==> config.mk <==
export PLATFORM = sky130hd
export DESIGN_NAME = erase_dec_top
export DESIGN_NICKNAME = d
export VERILOG_FILES = /design/src/rtl/erase_dec_pkg.sv /design/src/rtl/erase_dec_dp.sv /design/src/rtl/erase_dec_ctl.sv /design/src/rtl/erase_dec_top.sv
export SDC_FILE = /design/constraint.sdc
export NUM_CORES = 1
export LEC_CHECK = 0
export ABC_AREA = 1
export BUFFER_PORTS_ARGS = -buffer_cell sky130_fd_sc_hd__buf_2
export CAP_MARGIN = 40
export CORE_UTILIZATION = 51
export DETAILED_ROUTE_END_ITERATION = 10
export PLACE_DENSITY = 0.7
export SLEW_MARGIN = 20
export SYNTH_ARGS = -nofsm -noshare
export SYNTH_HDL_FRONTEND = slang
export SYNTH_HIERARCHICAL = 1
export SYNTH_SLANG_ARGS = --single-unit
==> constraint.sdc <==
create_clock -name clk -period 6.7 [get_ports clk]
set_input_delay 0.67 -clock clk [delete_from_list [all_inputs] [get_ports clk]]
set_output_delay 0.67 -clock clk [all_outputs]
set_load 0.05 [all_outputs]
==> src/rtl/erase_dec_pkg.sv <==
package erase_dec_pkg;
  localparam int OP_W = 8;
  localparam int ADDR_W = 24;
  localparam int FRAME_BITS = OP_W + ADDR_W;
  localparam int CNT_W = $clog2(FRAME_BITS + 1);

  localparam logic [OP_W-1:0] OP_ERASE_4K = 8'h20;
  localparam logic [OP_W-1:0] OP_ERASE_32K = 8'h52;
  localparam logic [OP_W-1:0] OP_ERASE_64K = 8'hD8;

  typedef enum logic [1:0] {
    SZ_4K = 2'd0,
    SZ_32K = 2'd1,
    SZ_64K = 2'd2,
    SZ_NONE = 2'd3
  } blkSize_e;

  // strobes from control to datapath
  typedef struct packed {
    logic clear;
    logic shift;
    logic capture;
  } dpCtl_t;

  function automatic blkSize_e decodeOp(input logic [OP_W-1:0] op);
    case (op)
      OP_ERASE_4K: return SZ_4K;
      OP_ERASE_32K: return SZ_32K;
      OP_ERASE_64K: return SZ_64K;
      default: return SZ_NONE;
    endcase
  endfunction

  function automatic int unsigned dropBits(input blkSize_e sz);
    case (sz)
      SZ_4K: return 12;
      SZ_32K: return 15;
      SZ_64K: return 16;
      default: return 0;
    endcase
  endfunction

  function automatic logic [ADDR_W-1:0] alignMask(input blkSize_e sz);
    logic [ADDR_W-1:0] m;
    m = '1;
    m = m << dropBits(sz);
    return m;
  endfunction
endpackage

==> src/rtl/erase_dec_dp.sv <==
module erase_dec_dp
  import erase_dec_pkg::*;
(
  input  logic              clk,
  input  logic              rstN,
  input  dpCtl_t            ctl,
  input  logic              si,
  output logic              opValid,
  output logic [ADDR_W-1:0] eraseBase,
  output logic [1:0]        eraseSize
);
  localparam logic [CNT_W-1:0] FULL_CNT = CNT_W'(FRAME_BITS);

  logic [FRAME_BITS-1:0] shiftReg;
  logic [CNT_W-1:0]      bitCnt;
  logic                  frameFull;
  blkSize_e              opSize;

  assign frameFull = (bitCnt == FULL_CNT);
  assign opSize = decodeOp(shiftReg[FRAME_BITS-1 -: OP_W]);
  assign opValid = frameFull && (opSize != SZ_NONE);

  // frame shifter; stops at a full frame so trailing bits are dropped
  always_ff @(posedge clk or negedge rstN) begin
    if (!rstN) begin
      shiftReg <= '0;
      bitCnt <= '0;
    end else if (ctl.clear) begin
      shiftReg <= '0;
      bitCnt <= '0;
    end else if (ctl.shift && !frameFull) begin
      shiftReg <= {shiftReg[FRAME_BITS-2:0], si};
      bitCnt <= bitCnt + 1'b1;
    end
  end

  always_ff @(posedge clk or negedge rstN) begin
    if (!rstN) begin
      eraseBase <= '0;
      eraseSize <= SZ_4K;
    end else if (ctl.capture) begin
      eraseBase <= shiftReg[ADDR_W-1:0] & alignMask(opSize);
      eraseSize <= opSize;
    end
  end

  AST_CNT_BOUNDED: assert property (@(posedge clk) disable iff (!rstN)
    bitCnt <= FULL_CNT);
  AST_FULL_HOLDS: assert property (@(posedge clk) disable iff (!rstN)
    (frameFull && !ctl.clear) |=> $stable(shiftReg));
endmodule

==> src/rtl/erase_dec_ctl.sv <==
module erase_dec_ctl
  import erase_dec_pkg::*;
(
  input  logic   clk,
  input  logic   rstN,
  input  logic   sck,
  input  logic   csN,
  input  logic   welIn,
  input  logic   opValid,
  input  logic   eraseDone,
  output dpCtl_t ctl,
  output logic   eraseReq,
  output logic   busy,
  output logic   welClr
);
  typedef enum logic {ST_IDLE, ST_ERASING} state_e;

  state_e state;
  logic   sckPrev;
  logic   csPrev;
  logic   csRise;
  logic   accept;

  assign csRise = csN && !csPrev;
  assign accept = csRise && opValid && welIn && (state == ST_IDLE);
  assign busy = (state == ST_ERASING);

  always_comb begin
    ctl.clear = csN;
    ctl.shift = sck && !sckPrev && !csN;
    ctl.capture = accept;
  end

  always_ff @(posedge clk or negedge rstN) begin
    if (!rstN) begin
      sckPrev <= 1'b0;
      csPrev <= 1'b1;
      state <= ST_IDLE;
      eraseReq <= 1'b0;
      welClr <= 1'b0;
    end else begin
      sckPrev <= sck;
      csPrev <= csN;
      eraseReq <= accept;
      welClr <= busy && eraseDone;
      case (state)
        ST_IDLE: if (accept) state <= ST_ERASING;
        ST_ERASING: if (eraseDone) state <= ST_IDLE;
        default: state <= ST_IDLE;
      endcase
    end
  end

  AST_REQ_NEEDS_WEL: assert property (@(posedge clk) disable iff (!rstN)
    eraseReq |-> $past(welIn));
  AST_REQ_AFTER_CS_HIGH: assert property (@(posedge clk) disable iff (!rstN)
    eraseReq |-> $past(csN));
  AST_REQ_SINGLE: assert property (@(posedge clk) disable iff (!rstN)
    eraseReq |=> !eraseReq);
  AST_NO_REQ_WHILE_BUSY: assert property (@(posedge clk) disable iff (!rstN)
    eraseReq |-> !$past(busy));
  AST_BUSY_WITH_REQ: assert property (@(posedge clk) disable iff (!rstN)
    eraseReq |-> busy);
  AST_WELCLR_AFTER_DONE: assert property (@(posedge clk) disable iff (!rstN)
    welClr |-> ($past(eraseDone) && $past(busy) && !busy));
endmodule

==> src/rtl/erase_dec_top.sv <==
module erase_dec_top
  import erase_dec_pkg::*;
(
  input  logic              clk,
  input  logic              rstN,
  input  logic              sck,
  input  logic              csN,
  input  logic              si,
  input  logic              welIn,
  input  logic              eraseDone,
  output logic              soOe,
  output logic              eraseReq,
  output logic [ADDR_W-1:0] eraseBase,
  output logic [1:0]        eraseSize,
  output logic              busy,
  output logic              welClr
);
  dpCtl_t ctl;
  logic   opValid;

  assign soOe = 1'b0;

  erase_dec_ctl u_ctl (
    .clk(clk), .rstN(rstN), .sck(sck), .csN(csN), .welIn(welIn),
    .opValid(opValid), .eraseDone(eraseDone), .ctl(ctl),
    .eraseReq(eraseReq), .busy(busy), .welClr(welClr)
  );

  erase_dec_dp u_dp (
    .clk(clk), .rstN(rstN), .ctl(ctl), .si(si),
    .opValid(opValid), .eraseBase(eraseBase), .eraseSize(eraseSize)
  );

  AST_SIZE_VALID: assert property (@(posedge clk) disable iff (!rstN)
    eraseReq |-> (eraseSize != SZ_NONE));
  AST_BASE_ALIGNED: assert property (@(posedge clk) disable iff (!rstN)
    eraseReq |-> ((eraseBase & ~alignMask(blkSize_e'(eraseSize))) == '0));
  AST_BASE_HELD_BUSY: assert property (@(posedge clk) disable iff (!rstN)
    (busy && !eraseReq) |-> $stable(eraseBase));
endmodule

Word-level counts from Yosys, hierarchy flattened
Index checks and enable logic that the tools add are counted.

RAM bits: 0. Memories: 0. Word-level logic and storage cells: 45. ROM bits: 0. Input port bits: 7. Flip-flop bits (word level): 69. Bits in latches: 0.

Mux-type cells: 10. Shift-type cells: 1. Order comparisons: 0. Bitwise gates (word level): 2. Multiply operators: 0. Div/mod/pow operators: 0. Reductions and logical operators: 15. Add/sub/neg operators: 1. Equality and inequality tests: 7.

Operators with widths (count): two-way mux 32 bit (3); left shift 24 x 32 -> 24 bit, first input constant (1); AND 24 bit (1); case mux 5 bit (3 select lines) (1); two-way mux 6 bit (2); logical AND 1 bit (9); == test 8 x 6 -> 1 bit, second input constant (1); == test 8 x 7 -> 1 bit, second input constant (1); == test 8 bit, second input constant (1); adder 6 x 1 -> 6 bit, second input constant (1); == test 6 bit, second input constant (1); case mux 2 bit (3 select lines) (1); logical NOT 1 bit (4); == test 2 x 1 -> 1 bit, second input constant (1); == test 2 bit, second input constant (1); logical NOT 2 bit (1); two-way mux 1 bit (2); != test 2 bit, second input constant (1); case mux 1 bit (2 select lines) (1); nonzero test 2 bit (1); NOT 1 bit (1).

Depth between registers and ports, before layout
Gate-level depths: netlist of run 1.

Depth after elaboration: 10. Mapped depth: 18. Mapped depth without buffers: 16.

Modules after synthesis
Netlist of run 1, hierarchy kept.

Modules (own cells, without submodules): erase_dec_dp (seq. area each 1601.5 um^2, area each 2800.2 um^2, times used 1, cells each 319); erase_dec_ctl (seq. area each 126.4 um^2, area each 202.7 um^2, times used 1, cells each 21); erase_dec_top (seq. area each 0.0 um^2, area each 11.3 um^2, times used 1, cells each 2).

Worst setup path before layout of run 1
No wires, ideal clock.

Path type: reg2reg. Start point: register u_dp.shiftReg[27]. End point: register u_dp.eraseBase[22]. Stages on the path, launching flop included: 19. Slack: 4255 ps. Data required time: 6567 ps. Arrival: 2311 ps. Library setup time: 133 ps. Cells stage by stage: dfrtp_1 > inv_1 > nand2_1 > nor3_1 > nand2_1 > ha_1 > nand2_1 > clkinv_1 > nor2_1 > nand2_1 > inv_1 > nand3_2 > inv_1 > buf_4 > clkbuf_1 > inv_1 > clkbuf_1 > nand2_1 > o21ai_0.

Cells in the longest elaborated chain, start to end: 7. Elaborated cells between the ends (all ways): 16.

RTL lines: start: declaration (RTL line erase_dec_dp.sv:14) `logic [FRAME_BITS-1:0] shiftReg;`; start signal: assignment (RTL line erase_dec_dp.sv:32) `shiftReg <= {shiftReg[FRAME_BITS-2:0], si};`; == test 8 bit, or another cell as far along (RTL line erase_dec_pkg.sv:26) `case (op)`; case mux 2 bit (3 select lines) * (RTL line erase_dec_pkg.sv:26); != test 2 bit * (RTL line erase_dec_dp.sv:21) `assign opValid = frameFull && (opSize != SZ_NONE);`; logical AND 1 bit * (RTL line erase_dec_dp.sv:21); named net opValid (RTL line erase_dec_top.sv:19) `logic opValid;`; logical AND 1 bit * (3 in series) (RTL line erase_dec_ctl.sv:25) `assign accept = csRise && opValid && welIn && (state == ST_IDLE);`; named net u_ctl.accept (RTL line erase_dec_ctl.sv:22) `logic accept;`; end signal: assignment (RTL line erase_dec_dp.sv:42) `eraseBase <= shiftReg[ADDR_W-1:0] & alignMask(opSize);`; end: declaration (RTL line erase_dec_dp.sv:9) `output logic [ADDR_W-1:0] eraseBase,`.

Mark *: on every way through the listed nets, which the timed path passes. The rest lies on a longest branch. The select of a mux whose other input is x is not followed. A chain may end at the register's enable or synchronous reset.

==> impl_metrics.tcl, run 1 <==
set metrics [dict create \
    critical_path_required_ns 6.97 \
    io_pins 37 \
    die_h_um 78.88 \
    yosys_warnings 6 \
    min_period_over_period_pct 48.36 \
    hp-class "in -> async" \
    wl_um 5806 \
    clk_pin_slew_worst_paths_ns 0.07 \
    drive_gt1_share_pct 17.11 \
    cts_num_sinks 69 \
    ys_ff_latch 69 \
    cp-end-kind "flop" \
    row_count 27 \
    ctsResizeCount 0 \
    critical_path.top_delay_family "buffers and inverters" \
    startpoint_type "flop" \
    num_antenna_cells 0 \
    pre_cts_ws_ns 3.511 \
    ys_seq_area_share_pct 57.33 \
    critPathArrivalTime_ns 3.51 \
    critical_path_buf_inv_count 6 \
    status "finished clean" \
    fmax_ghz 0.3086 \
    fp.dieArea_sq_um 6221 \
    crit_chain "inv_1, nand2_1, nor3_1, nand2_1, ha_1, nand2_1, clkinv_1, nor2_1, nand2_1, inv_1, nand3_2, inv_1, inv_1, buf_8, nor2_1, nand3_1, nand2_1" \
    worstPathMaxFanout 22 \
    synthFlopType "dfrtp_1" \
    p_leak_nw 1.912 \
    critPathMaxStageDelay_ns 0.40 \
    cts_tree "yes" \
    dp_hpwl_um 3878 \
    hold_viol 0 \
    avgRoutedWirePerCell_um 12.85 \
    critPathKind "reg -> reg" \
    place.port_buffers 35 \
    cp_common_cell "nand2_1" \
    grt_pass1_wl_um 10120 \
    peakVddDrop_mv 0.1207 \
    cp_num_cells 17 \
    setup_viol 0 \
    ys_top_cells_by_area "dfrtp_1 56%, nand2_1 14%, nand3_1 9.0%, inv_1 3.9%, o21ai_0 2.3%" \
    cts_made_buffers 9 \
    synth_nets 353 \
    start_util_pct 53.75 \
    via_count 2292 \
    gr-total-overflow 0 \
    critical_path.slowest_cell "inv_1" \
    slew_viol_final 0 \
    maxCapViolations 0 \
    maxSlewHeadroom_pct 65.34 \
    worst-slew-pin-transition_ns 0.5193 \
    antenna_found_initial 0 \
    postCtsSetupBuffers 0 \
    syn_avg_cell_area_sq_um 8.813 \
    synth_most_common_cell "nand2_1" \
    clock_skew_ns 0.008324 \
    synth_area_leader_cell "dfrtp_1" \
    final_antenna_net_count 0 \
    clk_latency_ns 0.34 \
    fp.dieW_um 78.88 \
    yosysTopAreaCellShare_pct 56.45 \
    tns_ns 0 \
    cts_buffer_depth 2 \
    area_delta_synth_final_pct 13.62 \
    detail_route.vias_per_cell 5.071 \
    final.setup.worst_slack_ns 3.460 \
    drc 0 \
    cts_hold_buf 0 \
    drtIter0Drc 152 \
    cts_root_buf "clkbuf_8" \
    grt_util_all_layers_pct 21.38 \
    rsz0062_at_grt "false" \
    drt_pre_antenna_iters 4 \
    grt_max_degree 44 \
    nNetsFinal 386 \
    synth_common_cells "114 x nand2_1, 68 x dfrtp_1, 54 x nand3_1" \
    synth_area_sq_um 3014 \
    ff2ff_path_depth 17 \
    p_per_area_nw_per_um2 226.4 \
    htreeDepth 3 \
    core_area_sq_um 5608 \
    grt_pass1_vias 2230 \
    netlist_instances 342 \
    globalplace.congestion 0.8301 \
    synth.lib_cells_used.distinct 28 \
    async_reset_ff_share_pct 100.0 \
    synth_edf_count 0 \
    min_period_ns 3.240 \
]
-- cells in the final DEF, fill, tap and decap left out, types with 2 or more instances in the layout --
cell type	synthesis	final
ha_1	4	4
o21ai_0	14	14
o21ai_1	10	10
nand2_1	114	114
xor2_1	2	2
nand3_1	54	54
nor3_1	3	3
clkbuf_8	0	9
dfrtp_1	68	68
clkinv_2	1	3
nor2_2	2	2
nor2_1	8	8
clkinvlp_4	0	2
buf_2	3	35
nand4_1	3	3
buf_4	4	2
inv_1	31	31
-- sequential cells by signal (all words and copies together), names as in the netlist, 2 cells and up --
signal / count
u_dp/shiftReg: 32
u_dp/eraseBase: 24
u_dp/bitCnt: 6
u_dp/eraseSize: 2
-- power breakdown --
part           internal (W)  leakage, nW  switching [W]
sequential         0.000418        0.958    0.000000880
combinational    0.00000702        0.862      0.0000233
clock              0.000171       0.0923       0.000155
-- cell type report --
cell class	instances	area [sq um]
Timing Repair Buffer	40	252.7
Tap cell	72	90.09
Sequential cell	69	1728
Inverter	34	128.9
Multi-Input combinational cell	221	1033
Clock inverter	6	63.81
Fill cell	495	2183
Clock buffer	10	127.6
-- per-layer routing --
| metal | part of all wire, % | up-vias | GRT usage (%) | routed length [um] |
|---|---|---|---|---|
| met5 | 0 | - | 0 | 0 |
| met4 | 1.0 | 0 | 6.364 | 59 |
| met3 | 5.2 | 7 | 6.437 | 304 |
| met2 | 45 | 62 | 33.91 | 2587 |
| met1 | 49 | 1076 | 28.43 | 2853 |
| li1 | - | 1147 | - | - |
-- cell families after synthesis --
logic type	count (synthesis)	synth area share, %
XOR/XNOR	2	0.5813
AO/OA/AOI/OAI	26	4.899
AND/OR/NAND/NOR	188	27.02
flip-flops	69	57.33
adder cells (fa/ha/maj)	4	1.661
other	1	0.1244
buffers and inverters	52	8.384
-- final timing paths --
check / start / to / slack (ns)
max: u_dp/shiftReg[29] / u_dp/eraseBase[3] / 3.46
min: rstN / u_ctl/sckPrev / 0.32
max reg2reg: u_dp/shiftReg[29] / u_dp/eraseBase[3] / 3.46
max in group asynchronous: rstN / u_dp/eraseBase[3] / 5.84
min reg2reg: u_dp/eraseBase[12] / u_dp/eraseBase[12] / 0.48
min in group clk: sck / u_ctl/sckPrev / 0.45
-- stage by stage --
step / total power (W) / cell area (sq um) / cells / util, % / hold slack (ns)
3_3_place_gp: 0.0004546 / 3171 / 433 / 56.54 / 0.4609
3_5_place_dp: 0.0004578 / 3233 / 436 / 57.65 / 0.4614
6_report: 0.0007752 / 3425 / 452 / 61.07 / 0.3205
4_1_cts: 0.0007852 / 3425 / 452 / 61.07 / 0.3315
2_1_floorplan: 0.0004447 / 3014 / 342 / - / 0.3744
5_1_grt: 0.0008032 / 3425 / 452 / 61.07 / 0.3605
No activity file was read; power rests on OpenSTA's default activity.
==> run 2, diff against run 1 <==
Settings changed: PLACE_DENSITY 0.7 to 0.73.
Clock period 6.7 ns to 2.7 ns, I/O delays scaled along.
==> run 2 against run 1 <==
Compared with the run above:
- sequential share of layout area down 0.94 points
- combinational power rose to 2.6 times the previous value
- count of clock-buffer cells in the layout unchanged
- cell area increased by 1.9%
- sequential cell count unchanged
- total power rose to 2.5 times the previous value
- worst hold slack got worse by 0.27 ns
- sequential power up 150%
- critical path depth is 2 lower
- clock power rose to 2.6 times the previous value
- via count up 2.7%
- non-clock buffer count is 6 higher
- largest cell class unchanged
- highest routed layer unchanged
==> impl_metrics.tcl, run 2 (synthesis gave the netlist of run 1 again) <==
set metrics [dict create \
    drive_gt1_share_pct 18.65 \
    critPathArrivalTime_ns 2.62 \
    drtIter0Drc 125 \
    sequentialPowerShare_pct 53.1 \
    fp.dieArea_sq_um 6221 \
    grt_pass1_wl_um 10820 \
    drt_pre_antenna_iters 8 \
    critical_path.slowest_cell "dfrtp_1" \
    crit_chain "inv_1, nand2_1, nor3_1, nand2_1, ha_1, nand2_1, clkinv_1, nor2_1, nand2_1, inv_1, nand3_2, inv_1, clkinvlp_4, buf_4, a22o_1" \
    cts_buffer_depth 2 \
    io_pins 37 \
    min_period_ns 2.386 \
    place.port_buffers 35 \
    startpoint_type "flop" \
    dp_hpwl_um 3882 \
    drc 0 \
    area_delta_synth_final_pct 15.77 \
    tns_ns 0 \
    pwr-share-comb_pct 4.1 \
    avgRoutedWirePerCell_um 13.60 \
    hold_viol 0 \
    setup_viol 0 \
    row_count 27 \
    regMostFlops "u_dp/shiftReg" \
    maxCapViolations 0 \
    top_regs "u_dp/shiftReg x32, u_dp/eraseBase x24, u_dp/bitCnt x6" \
    antenna_found_initial 0 \
    p_int_w 0.001507 \
    htreeDepth 3 \
    min_period_over_period_pct 88.36 \
    cts_tree "yes" \
    critPathMaxStageDelay_ns 0.40 \
    peakVddDrop_mv 0.3660 \
    layout_commonest_cell "nand2_1" \
    p_per_area_nw_per_um2 560.3 \
    swShare_pct 22.93 \
    largest_reg_flops 32 \
    final_antenna_net_count 0 \
    core_area_sq_um 5608 \
    via_count 2355 \
    pre_cts_ws_ns 0.3328 \
    cts_root_buf "clkbuf_8" \
    start_util_pct 53.75 \
    status "finished clean" \
    final.setup.worst_slack_ns 0.3143 \
    die_h_um 78.88 \
    detail_route.vias_per_cell 5.142 \
    clk_pin_slew_worst_paths_ns 0.07 \
    cp-end-kind "flop" \
    num-fill-cells 489 \
    clock_skew_ns 0.007340 \
    grt_util_all_layers_pct 22.98 \
    nNetsFinal 392 \
    gr-total-overflow 0 \
    p_leak_nw 1.953 \
    wl_um 6228 \
    grt_pass1_vias 2304 \
    fp.dieW_um 78.88 \
    slew_viol_final 0 \
    critPathKind "reg -> reg" \
    switchingPower_w 0.0004483 \
    fmax_ghz 0.4192 \
    grt_max_degree 38 \
    critical_path_required_ns 2.93 \
    worstPathMaxFanout 21 \
    clk_latency_ns 0.34 \
    cp_common_cell "nand2_1" \
    p_clk_share_pct 42.8 \
    final_cell_mix "114 x nand2_1, 68 x dfrtp_1, 54 x nand3_1" \
    hp-class "in -> reg" \
    num_antenna_cells 0 \
    cts_made_buffers 9 \
    globalplace.congestion 0.8339 \
    cts_num_sinks 69 \
]
## run 2: final timing paths
check	slack, ns	cells past startpoint	start	to
setup / recovery	0.31	15	u_dp/shiftReg[26]	u_dp/eraseBase[15]
hold / removal	0.05	1	sck	u_ctl/sckPrev
setup reg to reg	0.31	15	u_dp/shiftReg[26]	u_dp/eraseBase[15]
hold reg to reg	0.48	2	u_dp/eraseBase[1]	u_dp/eraseBase[1]
max in group asynchronous	1.82	3	rstN	u_dp/eraseBase[12]
min in group asynchronous	0.38	2	rstN	u_dp/shiftReg[3]
## run 2: area by class of cell
type	instances	area, sq um	share of cell area (%)
Clock buffer	10	137.6	3.944
Sequential cell	69	1728	49.52
Timing Repair Buffer	46	305.3	8.749
Inverter	34	132.6	3.801
Tap cell	72	90.09	2.582
Clock inverter	6	62.56	1.793
Multi-Input combinational cell	221	1033	29.62
## run 2: routing by layer
| metal | vias to the layer above | GRT usage, % | wire length (um) | part of all wire (%) |
|---|---|---|---|---|
| met1 | 1122 | 30.89 | 2925 | 47 |
| met5 | - | 0 | 0 | 0 |
| met3 | 6 | 6.322 | 286 | 4.6 |
| li1 | 1161 | - | - | - |
| met4 | 0 | 9.636 | 88 | 1.4 |
| met2 | 66 | 35.13 | 2928 | 47 |
## run 2: worst max-delay path: cells and delay by family (launching register included)
family	cells	cell delay [ns]
buf+inv	6	0.77
fa+ha+maj	1	0.21
compound gates	1	0.22
simple gates	7	0.67
flops	1	0.40
## run 2: power groups by stage
stage	clock [W]	sequential (W)	combinational, W
floorplan	0	0.00106	0.0000450
global placement	0	0.00106	0.0000748
detailed placement	0	0.00106	0.0000754
CTS	0.000859	0.00104	0.0000755
global route	0.000909	0.00104	0.0000893
finish	0.000836	0.00104	0.0000798
## run 2: through the flow
step | cell area, sq um | instances | hold slack [ns] | utilization [%] | power [W]
floorplan | 3014 | 342 | -0.02559 | - | 0.001104
global placement | 3226 | 437 | 0.3954 | 57.52 | 0.001134
detailed placement | 3226 | 437 | 0.3993 | 57.52 | 0.001134
CTS | 3426 | 453 | 0.03489 | 61.09 | 0.001973
global route | 3490 | 458 | 0.03061 | 62.23 | 0.002037
finish | 3490 | 458 | 0.05412 | 62.23 | 0.001955
## run 2: timing repair
| item | in CTS | in global routing |
|---|---|---|
| endpoints found under the setup margin | 0 | 2 |
| hold endpoints to repair | 0 | 9 |
| hold buffers | 0 | 1 |
| setup buffers | 0 | 3 |
| resized for setup | 0 | 1 |
==> run 3, diff against run 2 <==
Settings changed: CORE_ASPECT_RATIO set to 0.7.
==> run 3 against run 2 <==
Compared with the run above:
- cell area decreased by 1.7%
- critical path depth unchanged
- sequential share of layout area up 0.85 points
- clock skew about the same
- highest routed layer unchanged
==> impl_metrics.tcl, run 3 (synthesis gave the netlist of run 1 again) <==
set metrics [dict create \
    place_area_sq_um 3204 \
    io_pins 37 \
    clk_latency_ns 0.35 \
    critPathKind "reg -> reg" \
    dr_wl_met2_um 2744 \
    drt_pre_antenna_iters 4 \
    place.port_buffers 35 \
    p_leak_nw 1.921 \
    startpoint_type "flop" \
    clock_skew_ns 0.007837 \
    p_clk_share_pct 43.4 \
    critical_path_buf_inv_count 6 \
    layout_commonest_cell "nand2_1" \
    min_period_ns 2.427 \
    num-fill-cells 503 \
    p_per_area_nw_per_um2 572.3 \
    regMostFlops "u_dp/shiftReg" \
    fp.dieW_um 93.89 \
    worstPathMaxFanout 25 \
    cts_made_buffers 9 \
    worst-slew-pin-transition_ns 0.7353 \
    avgRoutedWirePerCell_um 13.61 \
    cts_tree "yes" \
    drc 0 \
    die_h_um 66.32 \
    cts_buffer_depth 2 \
    setup_viol 0 \
    fp.dieArea_sq_um 6226 \
    swShare_pct 22.62 \
    critical_path.top_delay_family "buffers and inverters" \
    final_cell_mix "114 x nand2_1, 68 x dfrtp_1, 54 x nand3_1" \
    detail_route.vias_per_cell 5.197 \
    fmax_ghz 0.4120 \
    nNetsFinal 389 \
    wl_um 6219 \
    top_regs "u_dp/shiftReg x32, u_dp/eraseBase x24, u_dp/bitCnt x6" \
    dp_hpwl_um 4099 \
    switchingPower_w 0.0004441 \
    clk_pin_slew_worst_paths_ns 0.07 \
    fin_area_sq_um 3431 \
    crit_chain "inv_1, nand2_1, nor3_1, nand2_1, ha_1, nand2_1, clkinvlp_4, nor2_1, nand2_1, inv_1, nand3_2, inv_1, inv_1, buf_6, a22o_1" \
    sequentialPowerShare_pct 52.9 \
    critical_path_required_ns 2.94 \
    tns_ns 0 \
    antenna_found_initial 0 \
    dr_wl_met3_um 399 \
    critical_path.slowest_cell "dfrtp_1" \
    drtIter0Drc 173 \
    rsz0062_at_grt "false" \
    drt-met1-wl_um 2982 \
    cts_num_sinks 69 \
    maxCapViolations 0 \
    slew_viol_final 0 \
    critPathMaxStageDelay_ns 0.38 \
    gr-total-overflow 0 \
    core_area_sq_um 5698 \
    globalplace.congestion 0.7790 \
    row_count 23 \
    num_antenna_cells 0 \
    top_layer "met4" \
    cts_root_buf "clkbuf_8" \
    status "finished clean" \
    hp-class "in -> reg" \
    largest_reg_flops 32 \
    start_util_pct 52.90 \
    critPathArrivalTime_ns 2.67 \
    grt_pass1_vias 2251 \
    hold_viol 0 \
    htreeDepth 3 \
    peakVddDrop_mv 0.3019 \
    grt_util_all_layers_pct 22.70 \
    final_antenna_net_count 0 \
    cp-end-kind "flop" \
    area_delta_synth_final_pct 13.82 \
    p_int_w 0.001519 \
    pwr-share-comb_pct 3.6 \
    maxSlewHeadroom_pct 50.98 \
    via_count 2375 \
    min_period_over_period_pct 89.90 \
    grt_max_degree 38 \
    drive_gt1_share_pct 18.06 \
    grt_pass1_wl_um 10600 \
]
run 3: cell count changes in the layout (fill, tap and decap cells not counted), sizes merged:
cell	before	now
clkbuf	10	11
inv	31	32
clkinv	7	3
clkinvlp	1	2
buf	45	42
run 3: what timing repair did:
| item | in CTS | in global routing |
|---|---|---|
| setup buffers | 0 | 1 |
| hold endpoints to repair | 30 | 0 |
| gates resized for setup | 0 | 3 |
| endpoints found under the setup margin | 0 | 20 |
| hold buffers | 1 | 0 |
run 3: final cells by class:
| class | instances | area, sq um | area share (%) |
|---|---|---|---|
| clock buffers | 11 | 151.4 | 4.413 |
| multi-input cells | 221 | 1036 | 30.20 |
| repair buffers | 43 | 241.5 | 7.039 |
| well taps | 75 | 93.84 | 2.735 |
| clock inverters | 4 | 47.55 | 1.386 |
| inverters | 34 | 132.6 | 3.866 |
| flip-flops and latches | 69 | 1728 | 50.36 |
run 3: routing by layer:
metal  GRT usage (%)  vias up
li1                -     1148
met1           31.16     1145
met2           34.31       72
met3           7.586       10
met4           6.346        0
met5               0        -
run 3: final timing paths:
kind	start	endpoint	slack (ns)	depth (start not counted)
min reg2reg	u_dp/eraseBase[12]	u_dp/eraseBase[12]	0.48	2
min in group asynchronous	rstN	u_dp/shiftReg[1]	0.52	2
max reg2reg	u_dp/shiftReg[27]	u_dp/eraseBase[15]	0.27	15
max	u_dp/shiftReg[27]	u_dp/eraseBase[15]	0.27	15
min	sck	u_ctl/sckPrev	0.04	1
max in group asynchronous	rstN	u_ctl/csPrev	1.37	3
run 3: power groups by stage:
stage	combinational, W	sequential [W]	clock [W]
2_1_floorplan	0.0000450	0.00106	0
6_report	0.0000716	0.00104	0.000853
3_3_place_gp	0.0000724	0.00106	0
5_1_grt	0.0000815	0.00104	0.000921
3_5_place_dp	0.0000725	0.00106	0
4_1_cts	0.0000738	0.00104	0.000871
run 3: through the flow:
step                      hold slack, ns  util (%)  power, W  worst slack (ns)  instances
after floorplan                 -0.02559         -  0.001104            0.2551        342
after global placement            0.3599     56.24  0.001131            0.2600        440
after detailed placement          0.3688     56.24  0.001132            0.1649        440
after CTS                        0.03030     59.90  0.001984            0.1541        456
after global routing             0.02668     60.21  0.002041           0.02320        457
final                            0.03958     60.21  0.001963            0.2726        457
